===== config.mk =====
export PLATFORM = sky130hd
export DESIGN_NAME = ivl_timer
export DESIGN_NICKNAME = d
export VERILOG_FILES = /design/src/rtl/ivl_timer_pkg.sv /design/src/rtl/ivl_timer_decode.sv /design/src/rtl/ivl_timer_core.sv /design/src/rtl/ivl_timer_irq.sv /design/src/rtl/ivl_timer.sv
export SDC_FILE = /design/constraint.sdc
export NUM_CORES = 1
export LEC_CHECK = 0
export BUFFER_PORTS_ARGS = -buffer_cell sky130_fd_sc_hd__buf_2
export CAP_MARGIN = 5
export CORE_MARGIN = 2
export CORE_UTILIZATION = 56
export DETAILED_ROUTE_END_ITERATION = 8
export PLACE_DENSITY_LB_ADDON = 0.1
export SLEW_MARGIN = 10
export SYNTH_ARGS = -nofsm -noshare
export SYNTH_HDL_FRONTEND = slang
export SYNTH_SLANG_ARGS = --single-unit

===== constraint.sdc =====
create_clock -name clk -period 2.5 [get_ports clk]
set_input_delay 0.375 -clock clk [delete_from_list [all_inputs] [get_ports clk]]
set_output_delay 0.375 -clock clk [all_outputs]
set_load 0.05 [all_outputs]

===== src/rtl/ivl_timer_pkg.sv =====
package ivl_timer_pkg;

    localparam int ADDR_W = 12;
    localparam int IDX_W  = ADDR_W - 2;

    typedef logic [IDX_W-1:0] idx_t;

    localparam idx_t IDX_ID   = idx_t'(0);
    localparam idx_t IDX_RUN  = idx_t'(1);
    localparam idx_t IDX_MODE = idx_t'(2);
    localparam idx_t IDX_LIM  = idx_t'(3);
    localparam idx_t IDX_CNT  = idx_t'(4);
    localparam idx_t IDX_IEN  = idx_t'(5);
    localparam idx_t IDX_STS  = idx_t'(6);
    localparam idx_t IDX_FREQ = idx_t'(7);

    // one strobe per writable register
    typedef struct packed {
        logic run;
        logic mode;
        logic lim;
        logic cnt;
        logic ien;
        logic sts;
    } wr_sel_t;

    function automatic wr_sel_t decode_write(input logic we, input idx_t idx);
        wr_sel_t s;
        s.run  = we && (idx == IDX_RUN);
        s.mode = we && (idx == IDX_MODE);
        s.lim  = we && (idx == IDX_LIM);
        s.cnt  = we && (idx == IDX_CNT);
        s.ien  = we && (idx == IDX_IEN);
        s.sts  = we && (idx == IDX_STS);
        return s;
    endfunction

endpackage


===== src/rtl/ivl_timer_decode.sv =====
module ivl_timer_decode
    import ivl_timer_pkg::*;
(
    input  logic [ADDR_W-1:0] bus_addr,
    input  logic              bus_we,
    output idx_t              idx,
    output wr_sel_t           wsel
);
    assign idx  = bus_addr[ADDR_W-1:2];
    assign wsel = decode_write(bus_we, idx);
endmodule


===== src/rtl/ivl_timer_core.sv =====
module ivl_timer_core
    import ivl_timer_pkg::*;
#(
    parameter int DATA_W = 32
) (
    input  logic              clk,
    input  logic              rst,
    input  logic              tick_en,
    input  wr_sel_t           wsel,
    input  logic [DATA_W-1:0] wdata,
    output logic              run_q,
    output logic              os_q,
    output logic [DATA_W-1:0] lim_q,
    output logic [DATA_W-1:0] cnt_q,
    output logic              expire
);
    localparam logic [DATA_W-1:0] ONE = DATA_W'(1);

    logic cnt_wr, step, at_zero;

    assign cnt_wr  = wsel.lim | wsel.cnt;
    assign step    = tick_en & run_q & ~cnt_wr;
    assign at_zero = (cnt_q == '0);
    assign expire  = step & (cnt_q == ONE);

    always_ff @(posedge clk) begin
        if (rst) begin
            run_q <= 1'b0;
            os_q  <= 1'b0;
            lim_q <= '0;
            cnt_q <= '0;
        end else begin
            if (wsel.run)
                run_q <= wdata[0];
            else if (expire && os_q)
                run_q <= 1'b0;

            if (wsel.mode)
                os_q <= wdata[0];

            if (wsel.lim)
                lim_q <= wdata;

            if (cnt_wr)
                cnt_q <= wdata;
            else if (step)
                cnt_q <= at_zero ? lim_q : cnt_q - ONE;
        end
    end
endmodule


===== src/rtl/ivl_timer_irq.sv =====
module ivl_timer_irq
    import ivl_timer_pkg::*;
(
    input  logic    clk,
    input  logic    rst,
    input  logic    expire,
    input  wr_sel_t wsel,
    input  logic    wbit,
    output logic    ien_q,
    output logic    sts_q,
    output logic    irq
);
    always_ff @(posedge clk) begin
        if (rst) begin
            ien_q <= 1'b0;
            sts_q <= 1'b0;
        end else begin
            if (wsel.ien)
                ien_q <= wbit;
            // a new expiry outranks a clear in the same cycle
            if (expire)
                sts_q <= 1'b1;
            else if (wsel.sts && wbit)
                sts_q <= 1'b0;
        end
    end

    assign irq = sts_q & ien_q;
endmodule


===== src/rtl/ivl_timer.sv =====
module ivl_timer
    import ivl_timer_pkg::*;
#(
    parameter int              DATA_W  = 32,
    parameter logic [31:0]     DEV_ID  = 32'h7100_0003,
    parameter logic [31:0]     TICK_HZ = 32'd1_000_000
) (
    input  logic              clk,
    input  logic              rst,
    input  logic              tick_en,
    input  logic [11:0]       bus_addr,
    input  logic              bus_we,
    input  logic [DATA_W-1:0] bus_wdata,
    output logic [DATA_W-1:0] bus_rdata,
    output logic              irq
);
    idx_t              idx;
    wr_sel_t           wsel;
    logic              run_q, os_q, ien_q, sts_q, expire;
    logic [DATA_W-1:0] lim_q, cnt_q;

    ivl_timer_decode u_dec (
        .bus_addr (bus_addr),
        .bus_we   (bus_we),
        .idx      (idx),
        .wsel     (wsel)
    );

    ivl_timer_core #(.DATA_W(DATA_W)) u_core (
        .clk     (clk),
        .rst     (rst),
        .tick_en (tick_en),
        .wsel    (wsel),
        .wdata   (bus_wdata),
        .run_q   (run_q),
        .os_q    (os_q),
        .lim_q   (lim_q),
        .cnt_q   (cnt_q),
        .expire  (expire)
    );

    ivl_timer_irq u_irq (
        .clk    (clk),
        .rst    (rst),
        .expire (expire),
        .wsel   (wsel),
        .wbit   (bus_wdata[0]),
        .ien_q  (ien_q),
        .sts_q  (sts_q),
        .irq    (irq)
    );

    always_comb begin
        bus_rdata = '0;
        case (idx)
            IDX_ID:   bus_rdata = DATA_W'(DEV_ID);
            IDX_RUN:  bus_rdata = DATA_W'(run_q);
            IDX_MODE: bus_rdata = DATA_W'(os_q);
            IDX_LIM:  bus_rdata = lim_q;
            IDX_CNT:  bus_rdata = cnt_q;
            IDX_IEN:  bus_rdata = DATA_W'(ien_q);
            IDX_STS:  bus_rdata = DATA_W'(sts_q);
            IDX_FREQ: bus_rdata = DATA_W'(TICK_HZ);
            default:  bus_rdata = '0;
        endcase
    end
endmodule


# Yosys cells after proc, flatten, opt, wreduce, memory -nomap -nowiden
# Index checks and enable logic that the tools add are counted.
[op_classes]
mux = 8
bitwise = 6
n_addsub = 1
n_eq_ne = 8
reduce_logical = 13
[op_table]
columns = ["operator", "n"]
rows = [
  ["$pmux W32 S8", 1],
  ["$mux W32", 3],
  ["$eq A10 B3 Y1 const B", 4],
  ["$eq A32 B1 Y1 const B", 1],
  ["$logic_not A32 Y1", 1],
  ["$sub A32 B1 Y32 const B", 1],
  ["$eq A10 B2 Y1 const B", 2],
  ["$eq A10 B1 Y1 const B", 1],
  ["$logic_not A10 Y1", 1],
  ["$logic_and A1 B1 Y1", 8],
  ["$reduce_bool A2 Y1", 3],
  ["$and A1 B1 Y1", 4],
  ["$mux W1", 4],
  ["$not A1 Y1", 1],
  ["$or A1 B1 Y1", 1],
]
[totals]
output_inout_bits = 33
elab_cells = 42
regBits = 68
inputBits = 48

# Depth between registers and ports, before layout
# Gate-level depths: netlist (run 1).
[depth]
word_depth = 9
mapped_depth = 9
ltp_nobuf = 7

# Cells and area by module
# From an unflattened synthesis (run 1), not the netlist that was laid out.
[hier_totals]
hier_cells = 529
hier_area_um2 = 4306.6
[by_module_without_submodules]
columns = ["module", "n_inst", "cells_per_inst", "seq_area_each_um2", "area_per_inst_um2"]
rows = [
  ["ivl_timer_core", 1, 397, 1321.3, 3440.8],
  ["ivl_timer", 1, 100, 0.0, 610.6],
  ["ivl_timer_decode", 1, 24, 0.0, 172.7],
  ["ivl_timer_irq", 1, 8, 40.0, 82.6],
]

# Worst setup path before layout (run 1)
# Ideal clock, no wire load.
[synth_path]
path_type = "in2out"
from = "in bus_addr[7]"
to = "out bus_rdata[0]"
path_slack_ps = -280
arrival_ps = 2405
n_path_buf = 0
required_ps = 2125
cell_stages = 4
cell_sequence = "or4_1 > nor3_1 > a21oi_1 > o21ai_0"
[synth_between]
elab_chain_len = 2
word_cells_on_any_way = 9
cone_classes = "eq/ne: 7; mux: 1; reduce/logical: 1"
[synth_rtl]
columns = ["element", "line", "source"]
rows = [
  ["start, declared", "ivl_timer.sv:11", "input logic [11:0] bus_addr,"],
  ["$eq A10 B3 Y1 (tied with other cells)", "ivl_timer.sv:55", "case (idx)"],
  ["$pmux W32 S8 *", "ivl_timer.sv:55", ""],
  ["end, declared", "ivl_timer.sv:14", "output logic [DATA_W-1:0] bus_rdata,"],
]
# Mark *: on every way between the ends. The rest lies on a longest branch, timed or not.

# Final worst setup path (run 1)
[layout_path]
from = "in bus_addr[9]"
to = "out bus_rdata[15]"
# Same word-level chain as after synthesis.

==> results of run 1 <==
[how the worst max path moves through the flow]
stage	start	to	slack, ns
5_1_grt	bus_addr[9]	bus_rdata[15]	-0.02
3_5_place_dp	bus_addr[7]	bus_rdata[0]	-0.08
3_3_place_gp	bus_addr[7]	bus_rdata[0]	-0.03
2_1_floorplan	bus_addr[7]	bus_rdata[14]	0.02
4_1_cts	bus_addr[7]	bus_rdata[30]	0.006
6_report	bus_addr[9]	bus_rdata[15]	0.02
[power by group through the flow]
stage               logic (mW)  registers, mW  clock network [mW]
floorplan               0.0508           1.11                   0
global placement         0.121           1.11                   0
detailed placement       0.124           1.11                   0
CTS                      0.125           1.08                1.02
global route             0.140           1.08                1.06
finish                   0.132           1.08                1.01
[critical path, stage by stage]
cell	delay (ns)
buf_2	0.10
or4_4	0.55
nor3_4	0.19
and3_4	0.28
clkbuf_16	0.19
a22o_2	0.14
buf_2	0.26
[layout make-up]
type,count,area [um^2]
Clock buffer,10,128
Clock inverter,6,88.8
Fill cell,591,1960
Inverter,11,41.3
Multi-Input combinational cell,442,2700
Sequential cell,68,1360
Tap cell,99,124
Timing Repair Buffer,129,925
[cells by family (layout without fill, tap and decap cells)]
family	Yosys count	after routing	synth area share, %
AO/OA/AOI/OAI	174	174	27.9
XOR/XNOR	13	13	2.67
flip-flops	68	68	31.9
AND/OR/NAND/NOR	250	250	29.4
buffers and inverters	57	156	6.81
adder cells (fa/ha/maj)	2	2	0.587
multiplexers	3	3	0.704
[registers in the layout, indices dropped and copies added, names as in the netlist]
| signal | flops |
|---|---|
| u_irq.sts_q | 1 |
| u_core.cnt_q | 32 |
| u_core.run_q | 1 |
| u_irq.ien_q | 1 |
| u_core.os_q | 1 |
| u_core.lim_q | 32 |
[through the flow]
| step | std cells | total power [mW] | TNS [ns] | cell area, um^2 | worst slack, ns |
|---|---|---|---|---|---|
| floorplan | 567 | 1.16 | 0 | 4320 | 0.0164 |
| global placement | 743 | 1.23 | -0.319 | 4950 | -0.0341 |
| detailed placement | 743 | 1.23 | -1.70 | 4950 | -0.0833 |
| CTS | 759 | 2.22 | 0 | 5200 | 0.00571 |
| global route | 765 | 2.29 | -0.0163 | 5370 | -0.0163 |
| finish | 765 | 2.22 | 0 | 5370 | 0.0158 |
[repair_timing]
item,in CTS,in global routing
hold buffers,0,0
gates resized for setup,12,29
pin swaps,0,5
setup endpoints to repair,32,44
gates cloned,0,2
buffers inserted,0,4
[per-layer routing]
layer / vias to the layer above / part of all wire (%) / wire (um) / track usage [%]
met2: 297 / 47 / 6650 / 52.7
li1: 2302 / - / - / -
met1: 2291 / 41 / 5880 / 44.1
met4: 0 / 2.6 / 370 / 12.4
met3: 36 / 9.4 / 1340 / 5.89
met5: - / 0 / 0 / 0
[cell usage in the layout, fill, tap and decap left out, types with 3 or more instances in the layout]
master     n
clkbuf_4   7
inv_1     11
buf_4     49
or3_1      7
a31oi_1   21
o31a_1     9
nor2_1    36
o22ai_1   11
o21ai_0   17
o211ai_1   7
xor2_1     7
clkbuf_8   9
a211oi_1   3
nor4b_1    3
or4_1      4
dfxtp_1   68
a22o_2    19
nor3_1    19
nor3_4     3
nand3_1   21
nand2_1   90
buf_6     11
and3_1    14
or4_4      3
a311oi_1   3
mux2i_1    3
xnor2_1    6
nand2_2   12
nor4_1     6
buf_2     58
a21oi_1   45
nand4_1   10
a22oi_1   12
o32ai_1    8
==> results.tsv, run 1 <==
stage	metric	value	unit
setup_path	Max FO, Critical Path	8	
route	Remaining DRCs	0	
route	1st-iter DRT viols	415	
floorplanning	Die W	91.3	um
timing	maximum clock frequency	403	MHz
clock_tree	Clock Tree Buf Depth	2	
flow_run	maxcap violations	0	
place	GPL Wtd Cong	1.01	
synth	largest cells by area after synthesis	dfxtp_1, nand2_1, a21oi_1, a22o_1, nor2_1	
cells_and_area	Finished Core Util	73.3	%
route	Final ANT Viol Nets	0	
global_routing	Overflow after GRT	0	
synth	asr flop ratio synth	0	%
cells_and_area	share of cells above drive strength 1	29.0	%
power	pwr dens	414	nW/um^2
timing	Slew @ Worst Pin	0.552	ns
power	Switch Pwr	0.526	mW
global_routing	first-pass GRT wire length	22200	um
synth	most instantiated library cell after synthesis	nand2_1	
clock_tree	clk sinks	68	
route	DRT Pass-1 Iters	6	
synth	area leader, netlist	dfxtp_1	
synth	mapped cell area	4260	um^2
timing	final hold slack	0.259	ns
clock_tree	clk root buf	clkbuf_8	
cells_and_area	nets	711	
timing	fin crit period	2.48	ns
timing	Max-Slew Margin vs Limit	62.8	%
floorplanning	Rows	31	
power	Reg power frac	48.8	%
power	P_int	1.70	mW
setup_path	cells on worst reg2reg path	7	
hold_path	Worst Hold End	u_core.lim_q[9]	
clock_tree	clock slew at reported path FFs	0.08	ns
run_status	outcome	finished clean	
synth	most frequent cells after synthesis	nand2_1, dfxtp_1, a21oi_1, nor2_1, clkbuf_1	
power	combinational share of power	5.9	%
timing	Setup Skew	0.0118	ns
hold_path	Hold Crit Start	bus_wdata[9]	
power	clock network power share	45.3	%
route	vias	4926	
synth	Synth cell types	65	
global_routing	largest net degree at the start of global routing	33	
timing	final setup vio count	0	
global_routing	antenna violations before repair	0	
setup_path	r2r setup slk	0.18	ns
setup_path	Worst Setup Start Kind	input pin	
setup_path	WP data arrival	2.11	ns
floorplanning	chip height	91.3	um
floorplanning	Starting Density	58.2	%
synth	syn nets	617	
power	Sw Share	23.7	%
clock_tree	Clock H-tree levels	3	
global_routing	GRT Util Overall	32.9	%
timing	Pins Over Slew Limit	0	
route	drt via density	6.44	
timing	Final period util	99.4	%
floorplanning	core area	7330	um^2
hold_path	Hold Path Stages	3	
setup_path	WP data required	2.12	ns
floorplanning	Die Area	8330	um^2
clock_tree	CTS tree	built	
cells_and_area	Layout area overhead	25.9	%
floorplanning	# IOs	81	
synth	Syn Inst Count	567	
place	HPWL after DPL	9460	um
synth	YS warnings	0	
synth	top cell type's share of synthesized area	31.9	%
setup_path	R2R Path End	u_core.cnt_q[31]	
route	total wire length	14300	um
setup_path	critical path type	in2out	
route	Wirelength per Cell	18.6	um
clock_tree	Num CTS Buffers	9	
hold_path	Hold Crit Class	in2reg	
synth	Post-synth EDFFs	0	
clock_tree	worst-skew pair later-pin latency	0.36	ns
global_routing	number of global-route vias before repair	4527	
synth	Seq/Total Area, Yosys	31.9	%
cells_and_area	n_diodes	0	
setup_path	Crit Reg-Reg Startpoint	u_core.cnt_q[11]	
synth	flop and latch count out of synthesis	68	
power	P_leak	2.15	nW
timing	Fin. Hold Viols	0	
synth	predominant post-synthesis flop cell	dfxtp_1	
setup_path	Worst Setup End Kind	output port	
synth	Avg Cell Area, Syn	7.52	um^2
power	Peak supply drop	285	uV
place	I/O Buffers	78	
(Power assumes the default switching activity.)
==> run 2, diff against run 1 <==
--- a/config.mk
+++ b/config.mk
@@ -5,11 +5,13 @@
 export SDC_FILE = /design/constraint.sdc
 export NUM_CORES = 1
 export LEC_CHECK = 0
+export ABC_CLOCK_PERIOD_IN_PS = 2500
 export BUFFER_PORTS_ARGS = -buffer_cell sky130_fd_sc_hd__buf_2
 export CAP_MARGIN = 5
 export CORE_MARGIN = 2
 export CORE_UTILIZATION = 56
 export DETAILED_ROUTE_END_ITERATION = 8
+export HOLD_SLACK_MARGIN = 0.1
 export PLACE_DENSITY_LB_ADDON = 0.1
 export SLEW_MARGIN = 10
 export SYNTH_ARGS = -nofsm -noshare
==> constraint.sdc (replaced) <==
create_clock -name clk -period 2.5 [get_ports clk]
set_input_delay 0.375 -clock clk [delete_from_list [all_inputs] [get_ports clk]]
set_output_delay 0.375 -clock clk [all_outputs]
set_load 0.1 [all_outputs]
==> results.tsv, run 2 (synthesized netlist as in run 1, its figures left out) <==
stage	metric	value	unit	change
global_routing	Overflow after GRT	0		unchanged
timing	final setup vio count	0		unchanged
run_status	outcome	finished clean		
global_routing	first-pass GRT wire length	23100	um	+4.3%
place	GPL Wtd Cong	1.02		+1.1%
setup_path	Crit path buffers/inverters	3		unchanged
power	clock network power share	39.7	%	-5.6 points
setup_path	Worst path max stage delay	0.57	ns	+0.02 ns
route	drt via density	6.61		+2.7%
clock_tree	worst-skew pair later-pin latency	0.33	ns	-0.03 ns
power	pwr dens	352	nW/um^2	-15%
setup_path	Max FO, Critical Path	16		+8
timing	Final period util	98.3	%	-1.0 points
setup_path	R2R Path End	u_core.cnt_q[26]		
route	1st-iter DRT viols	583		+40%
setup_path	worst-path cell chain	buf_2, or4_1, nor3_2, and3_4, buf_12, a22oi_1, nand2_4, buf_12		
clock_tree	CTS tree	built		
cells_and_area	most common library cell in the layout ignoring fill and taps	nand2_1		
setup_path	CP delay by family, top	simple AND/OR/NAND/NOR gates		
global_routing	antenna violations before repair	0		unchanged
cells_and_area	n_diodes	0		unchanged
setup_path	critical path type	in2out		
clock_tree	clk sinks	68		unchanged
clock_tree	Clock H-tree levels	3		unchanged
power	combinational share of power	6.6	%	+0.7 points
timing	Setup Skew	0.00807	ns	-0.00368 ns
cells_and_area	fillers	520		-12%
power	Peak supply drop	355	uV	+25%
route	Remaining DRCs	0		unchanged
floorplanning	chip height	91.3	um	unchanged
setup_path	critical path's slowest cell	or4_1		
cells_and_area	nets	707		-0.56%
power	Sw Share	24.0	%	+0.35 points
global_routing	met1 usage	43.9	%	-0.12 points
global_routing	largest net degree at the start of global routing	35		+6.1%
hold_path	Hold Crit Class	in2reg		
cells_and_area	multi-input logic area	2760	um^2	+2.0%
floorplanning	Die Area	8330	um^2	unchanged
clock_tree	Clock Tree Buf Depth	2		unchanged
setup_path	cells on worst reg2reg path	8		+1
power	P_int	1.53	mW	-9.7%
clock_tree	clock slew at reported path FFs	0.07	ns	about the same
timing	Max-Slew Margin vs Limit	60.6	%	-2.3 points
setup_path	WP data arrival	2.08	ns	-0.03 ns
timing	final worst slack	0.0416	ns	+0.0258 ns
floorplanning	Rows	31		unchanged
clock_tree	Num CTS Buffers	9		unchanged
cells_and_area	area occupied by registers	1360	um^2	unchanged
floorplanning	Die W	91.3	um	unchanged
global_routing	GRT Util Overall	34.4	%	+1.5 points
setup_path	CP most frequent cell	buf_12		
clock_tree	clk root buf	clkbuf_8		
cells_and_area	commonest non-fill, non-tap cells in the layout	nand2_1, dfxtp_1, buf_2		
global_routing	M3 GR Usage	6.22	%	+0.33 points
cells_and_area	biggest regs	u_core.cnt_q: 32 flops, u_core.lim_q: 32 flops		
place	DP Worst Slack	-0.0293	ns	+0.0540 ns
floorplanning	Starting Density	58.2	%	unchanged
power	Switch Pwr	0.484	mW	-8.0%
floorplanning	# IOs	81		unchanged
setup_path	WP data required	2.12	ns	about the same
cells_and_area	share of cells above drive strength 1	28.5	%	-0.45 points
global_routing	number of global-route vias before repair	4774		+5.5%
setup_path	worst setup path startpoint	bus_addr[7]		
route	total wire length	14800	um	+3.7%
route	Wirelength per Cell	19.5	um	+4.6%
timing	Slew @ Worst Pin	0.586	ns	+0.0335 ns
floorplanning	core area	7330	um^2	unchanged
setup_path	Worst Setup End Kind	output port		
timing	maximum clock frequency	407	MHz	+1.0%
power	P_leak	2.20	nW	+2.3%
route	vias	5012		+1.7%
timing	final hold slack	0.287	ns	+0.0281 ns
place	HPWL after DPL	9700	um	+2.5%
power	Reg power frac	53.8	%	+5.0 points
timing	Pins Over Slew Limit	0		unchanged
setup_path	r2r setup slk	0.08	ns	-0.10 ns
setup_path	Crit Reg-Reg Startpoint	u_core.cnt_q[0]		
place	I/O Buffers	78		unchanged
global_routing	Top Usage Layer GRT	met2		
flow_run	maxcap violations	0		unchanged
global_routing	met2 layer usage reported by global route	56.0	%	+3.3 points
hold_path	Worst Hold End	u_core.lim_q[20]		
hold_path	Hold Path Stages	3		unchanged
hold_path	Hold Crit Start	bus_wdata[20]		
route	Final ANT Viol Nets	0		unchanged
clock_tree	# hold bufs at CTS	0		unchanged
setup_path	Worst Setup Start Kind	input pin		
timing	fin crit period	2.46	ns	-0.0258 ns
cells_and_area	Layout area overhead	34.3	%	
route	DRT Pass-1 Iters	5		-1
timing	Fin. Hold Viols	0		unchanged
## run 2: stage by stage
stage	instances	util (%)	power, mW	cell area (um^2)	TNS, ns
2_1_floorplan	567	-	1.16	4380	-3.35
3_3_place_gp	741	75.0	1.23	5500	0
3_5_place_dp	741	75.0	1.24	5500	-0.264
4_1_cts	754	77.3	2.02	5670	0
5_1_grt	758	78.1	2.08	5730	-0.0217
6_report	758	78.1	2.02	5730	0
## run 2: layout make-up
class,instances,share of cell area [%]
sequential,68,23.8
inverter,11,0.721
multi-input combinational,442,48.1
tap,99,2.16
clock inverter,2,0.219
clock buffer,11,2.64
timing repair buffer,125,22.3
## run 2: worst max path at each step
stage | to | slack (ns) | cells past startpoint
2_1_floorplan | bus_rdata[13] | -0.15 | 6
3_3_place_gp | bus_rdata[29] | 0.02 | 8
3_5_place_dp | bus_rdata[14] | -0.03 | 8
4_1_cts | bus_rdata[14] | 0.03 | 8
5_1_grt | u_core.cnt_q[16] | -0.01 | 9
6_report | bus_rdata[14] | 0.04 | 8
## run 2: power by group through the flow
stage                     clock network (mW)  logic, mW  registers, mW
final                                  0.799      0.132           1.08
after global routing                   0.853      0.141           1.08
after CTS                              0.803      0.128           1.08
after detailed placement                   0      0.126           1.11
after global placement                     0      0.123           1.11
after floorplan                            0     0.0519           1.11
## run 2: timing repair
item                                   4_1_cts  5_1_grt
endpoints found under the hold margin        0        0
pin swaps                                    0        2
gates resized for setup                      1        4
gates cloned                                 0        1
setup buffers                                0        3
setup endpoints to repair                   13       19
## run 2: layer usage
layer,wire (um),share of wire [%]
met5,0,0
met4,511,3.5
met3,1500,10
met2,7100,48
met1,5670,38
## run 2: worst register-to-register path, cell delays in order, from the launching register on
cell and delay [ns]:
dfxtp_1 0.37, inv_1 0.13, ha_2 0.21, or3b_2 0.50, nor3_4 0.24, buf_4 0.17
nand4_1 0.16, a211o_1 0.32, a311oi_1 0.24
==> run 3, diff against run 2 <==
--- a/config.mk
+++ b/config.mk
@@ -7,7 +7,8 @@
 export LEC_CHECK = 0
 export ABC_CLOCK_PERIOD_IN_PS = 2500
 export BUFFER_PORTS_ARGS = -buffer_cell sky130_fd_sc_hd__buf_2
-export CAP_MARGIN = 5
+export CAP_MARGIN = 20
+export CORE_ASPECT_RATIO = 2
 export CORE_MARGIN = 2
 export CORE_UTILIZATION = 56
 export DETAILED_ROUTE_END_ITERATION = 8
==> results.tsv, run 3 (synthesized netlist as in run 1, its figures left out) <==
stage	metric	value	unit	change
run_status	outcome	finished clean		
setup_path	critical path type	in2out		
cells_and_area	biggest regs	u_core.cnt_q: 32 flops, u_core.lim_q: 32 flops		
setup_path	CP Depth	8		unchanged
clock_tree	clk root buf	clkbuf_16		
floorplanning	Die Area	8370	um^2	+0.51%
cells_and_area	most common library cell in the layout ignoring fill and taps	nand2_1		
floorplanning	chip height	127	um	+40%
timing	Setup Skew	0.00623	ns	-0.00184 ns
place	GPL Wtd Cong	1.01		-1.2%
setup_path	Max FO, Critical Path	16		unchanged
power	pwr dens	426	nW/um^2	+21%
route	vias	5060		+0.96%
floorplanning	# IOs	81		unchanged
timing	Pins Over Slew Limit	0		unchanged
power	Sw Share	21.9	%	-2.1 points
power	P_int	1.96	mW	+28%
setup_path	Worst path max stage delay	0.57	ns	about the same
route	drt via density	6.66		+0.69%
setup_path	r2r setup slk	0.12	ns	+0.04 ns
timing	final hold slack	0.285	ns	-0.00175 ns
flow_run	maxcap violations	0		unchanged
timing	setup_tns	0	ns	unchanged
timing	maximum clock frequency	408	MHz	+0.22%
setup_path	CP most frequent cell	buf_12		
floorplanning	Starting Density	56.9	%	-1.2 points
timing	final setup vio count	0		unchanged
clock_tree	clk sinks	68		unchanged
clock_tree	Num CTS Buffers	9		unchanged
global_routing	Overflow after GRT	0		unchanged
cells_and_area	fillers	556		+6.9%
setup_path	Worst Setup End Kind	output port		
floorplanning	Rows	45		+45%
setup_path	WP data arrival	2.08	ns	about the same
clock_tree	# hold bufs at CTS	0		unchanged
setup_path	critical path's slowest cell	or4_1		
global_routing	first-pass GRT wire length	23400	um	+1.0%
power	Switch Pwr	0.548	mW	+13%
floorplanning	Die W	65.7	um	-28%
power	clock network power share	51.4	%	+12 points
setup_path	worst-path cell chain	buf_2, or4_1, nor3_2, and3_4, buf_12, a22oi_1, nand2_4, buf_12		
setup_path	cells on worst reg2reg path	8		unchanged
clock_tree	Clock H-tree levels	3		unchanged
power	Reg power frac	43.3	%	-10 points
place	HPWL after DPL	9810	um	+1.2%
power	P_leak	2.28	nW	+3.9%
power	combinational share of power	5.2	%	-1.4 points
cells_and_area	share of cells above drive strength 1	28.8	%	+0.30 points
cells_and_area	commonest non-fill, non-tap cells in the layout	nand2_1, dfxtp_1, buf_4		
timing	Fin. Hold Viols	0		unchanged
cells_and_area	nets	711		+0.57%
global_routing	largest net degree at the start of global routing	33		-5.7%
timing	Final period util	98.1	%	-0.22 points
floorplanning	core area	7490	um^2	+2.2%
clock_tree	worst-skew pair later-pin latency	0.33	ns	about the same
power	Peak supply drop	550	uV	+55%
hold_path	Hold Path Stages	3		unchanged
clock_tree	Clock Tree Buf Depth	2		unchanged
route	Final ANT Viol Nets	0		unchanged
clock_tree	CTS tree	built		
setup_path	Crit path buffers/inverters	3		unchanged
global_routing	antenna violations before repair	0		unchanged
route	Wirelength per Cell	19.4	um	-0.29%
timing	fin crit period	2.45	ns	-0.00540 ns
route	DRT Pass-1 Iters	9		+4
setup_path	Worst Setup Start Kind	input pin		
route	total wire length	14800	um	about the same
setup_path	WP data required	2.12	ns	about the same
global_routing	GRT Util Overall	35.5	%	+1.1 points
hold_path	Hold Crit Class	in2reg		
place	I/O Buffers	78		unchanged
route	Remaining DRCs	0		unchanged
timing	Max-Slew Margin vs Limit	65.9	%	+5.3 points
timing	unrepaired setup endpoints after global routing	false		
global_routing	number of global-route vias before repair	4882		+2.3%
clock_tree	clock slew at reported path FFs	0.05	ns	-0.02 ns
setup_path	CP delay by family, top	simple AND/OR/NAND/NOR gates		
timing	Slew @ Worst Pin	0.508	ns	-0.0781 ns
cells_and_area	Layout area overhead	37.9	%	
cells_and_area	n_diodes	0		unchanged
route	1st-iter DRT viols	644		+10%
==> run 3: cell count changes in the layout (fill, tap and decap cells not counted), sizes merged <==
| cell | change |
|---|---|
| buf | +4 |
| bufinv | +1 |
| clkbuf | +1 |
| clkinv | +1 |
==> run 3: cell type report <==
cell class              instances  area [um^2]  area share (%)
repair buffers                129         1310            22.3
clock buffers                  12          256            4.36
clock inverters                 4         47.5           0.808
multi-input cells             442         2750            46.7
inverters                      11         41.3           0.702
well taps                      94          118            2.00
flip-flops and latches         68         1360            23.1
==> run 3: worst paths after layout <==
path                          from                to
setup / recovery       bus_addr[7]     bus_rdata[16]
hold reg to reg   u_core.lim_q[10]  u_core.lim_q[10]
setup reg to reg   u_core.cnt_q[0]   u_core.cnt_q[8]
hold / removal       bus_wdata[21]  u_core.lim_q[21]
==> run 3: power groups by stage <==
stage / Combinational [mW] / Sequential [mW] / Clock, mW
finish: 0.131 / 1.09 / 1.29
global route: 0.140 / 1.09 / 1.33
CTS: 0.127 / 1.09 / 1.29
detailed placement: 0.126 / 1.11 / 0
global placement: 0.125 / 1.11 / 0
floorplan: 0.0519 / 1.11 / 0
==> run 3: routing by layer <==
metal,vias to the layer above,routed length (um),GRT usage [%]
met5,-,0,0
li1,2294,-,-
met2,342,7480,60.4
met3,82,1310,7.13
met1,2342,5240,40.9
met4,0,746,18.1
==> run 3: timing repair <==
| action | in CTS | in global routing |
|---|---|---|
| endpoints found under the hold margin | 0 | 0 |
| setup endpoints to repair | 0 | 32 |
| gates resized for setup | 0 | 3 |
| setup buffers | 0 | 0 |
==> run 3: worst reg2reg max path, delay by kind of cell (launching register included) <==
kind                     cells  cell delay, ns
flip-flops                   1            0.37
adder cells (fa/ha/maj)      1            0.20
buffers and inverters        2            0.34
AND/OR/NAND/NOR              3            0.94
AO/OA/AOI/OAI                2            0.43
==> run 3: through the flow <==
stage	setup WS, ns	instances	power, mW	utilization (%)	instance area (um^2)
after floorplan	-0.150	567	1.16	-	4380
after global placement	0.0182	743	1.23	74.0	5540
after detailed placement	0.00510	743	1.23	74.0	5540
after CTS	0.00667	759	2.50	78.1	5850
after global routing	0.000617	760	2.55	78.5	5880
final	0.0470	760	2.51	78.5	5880
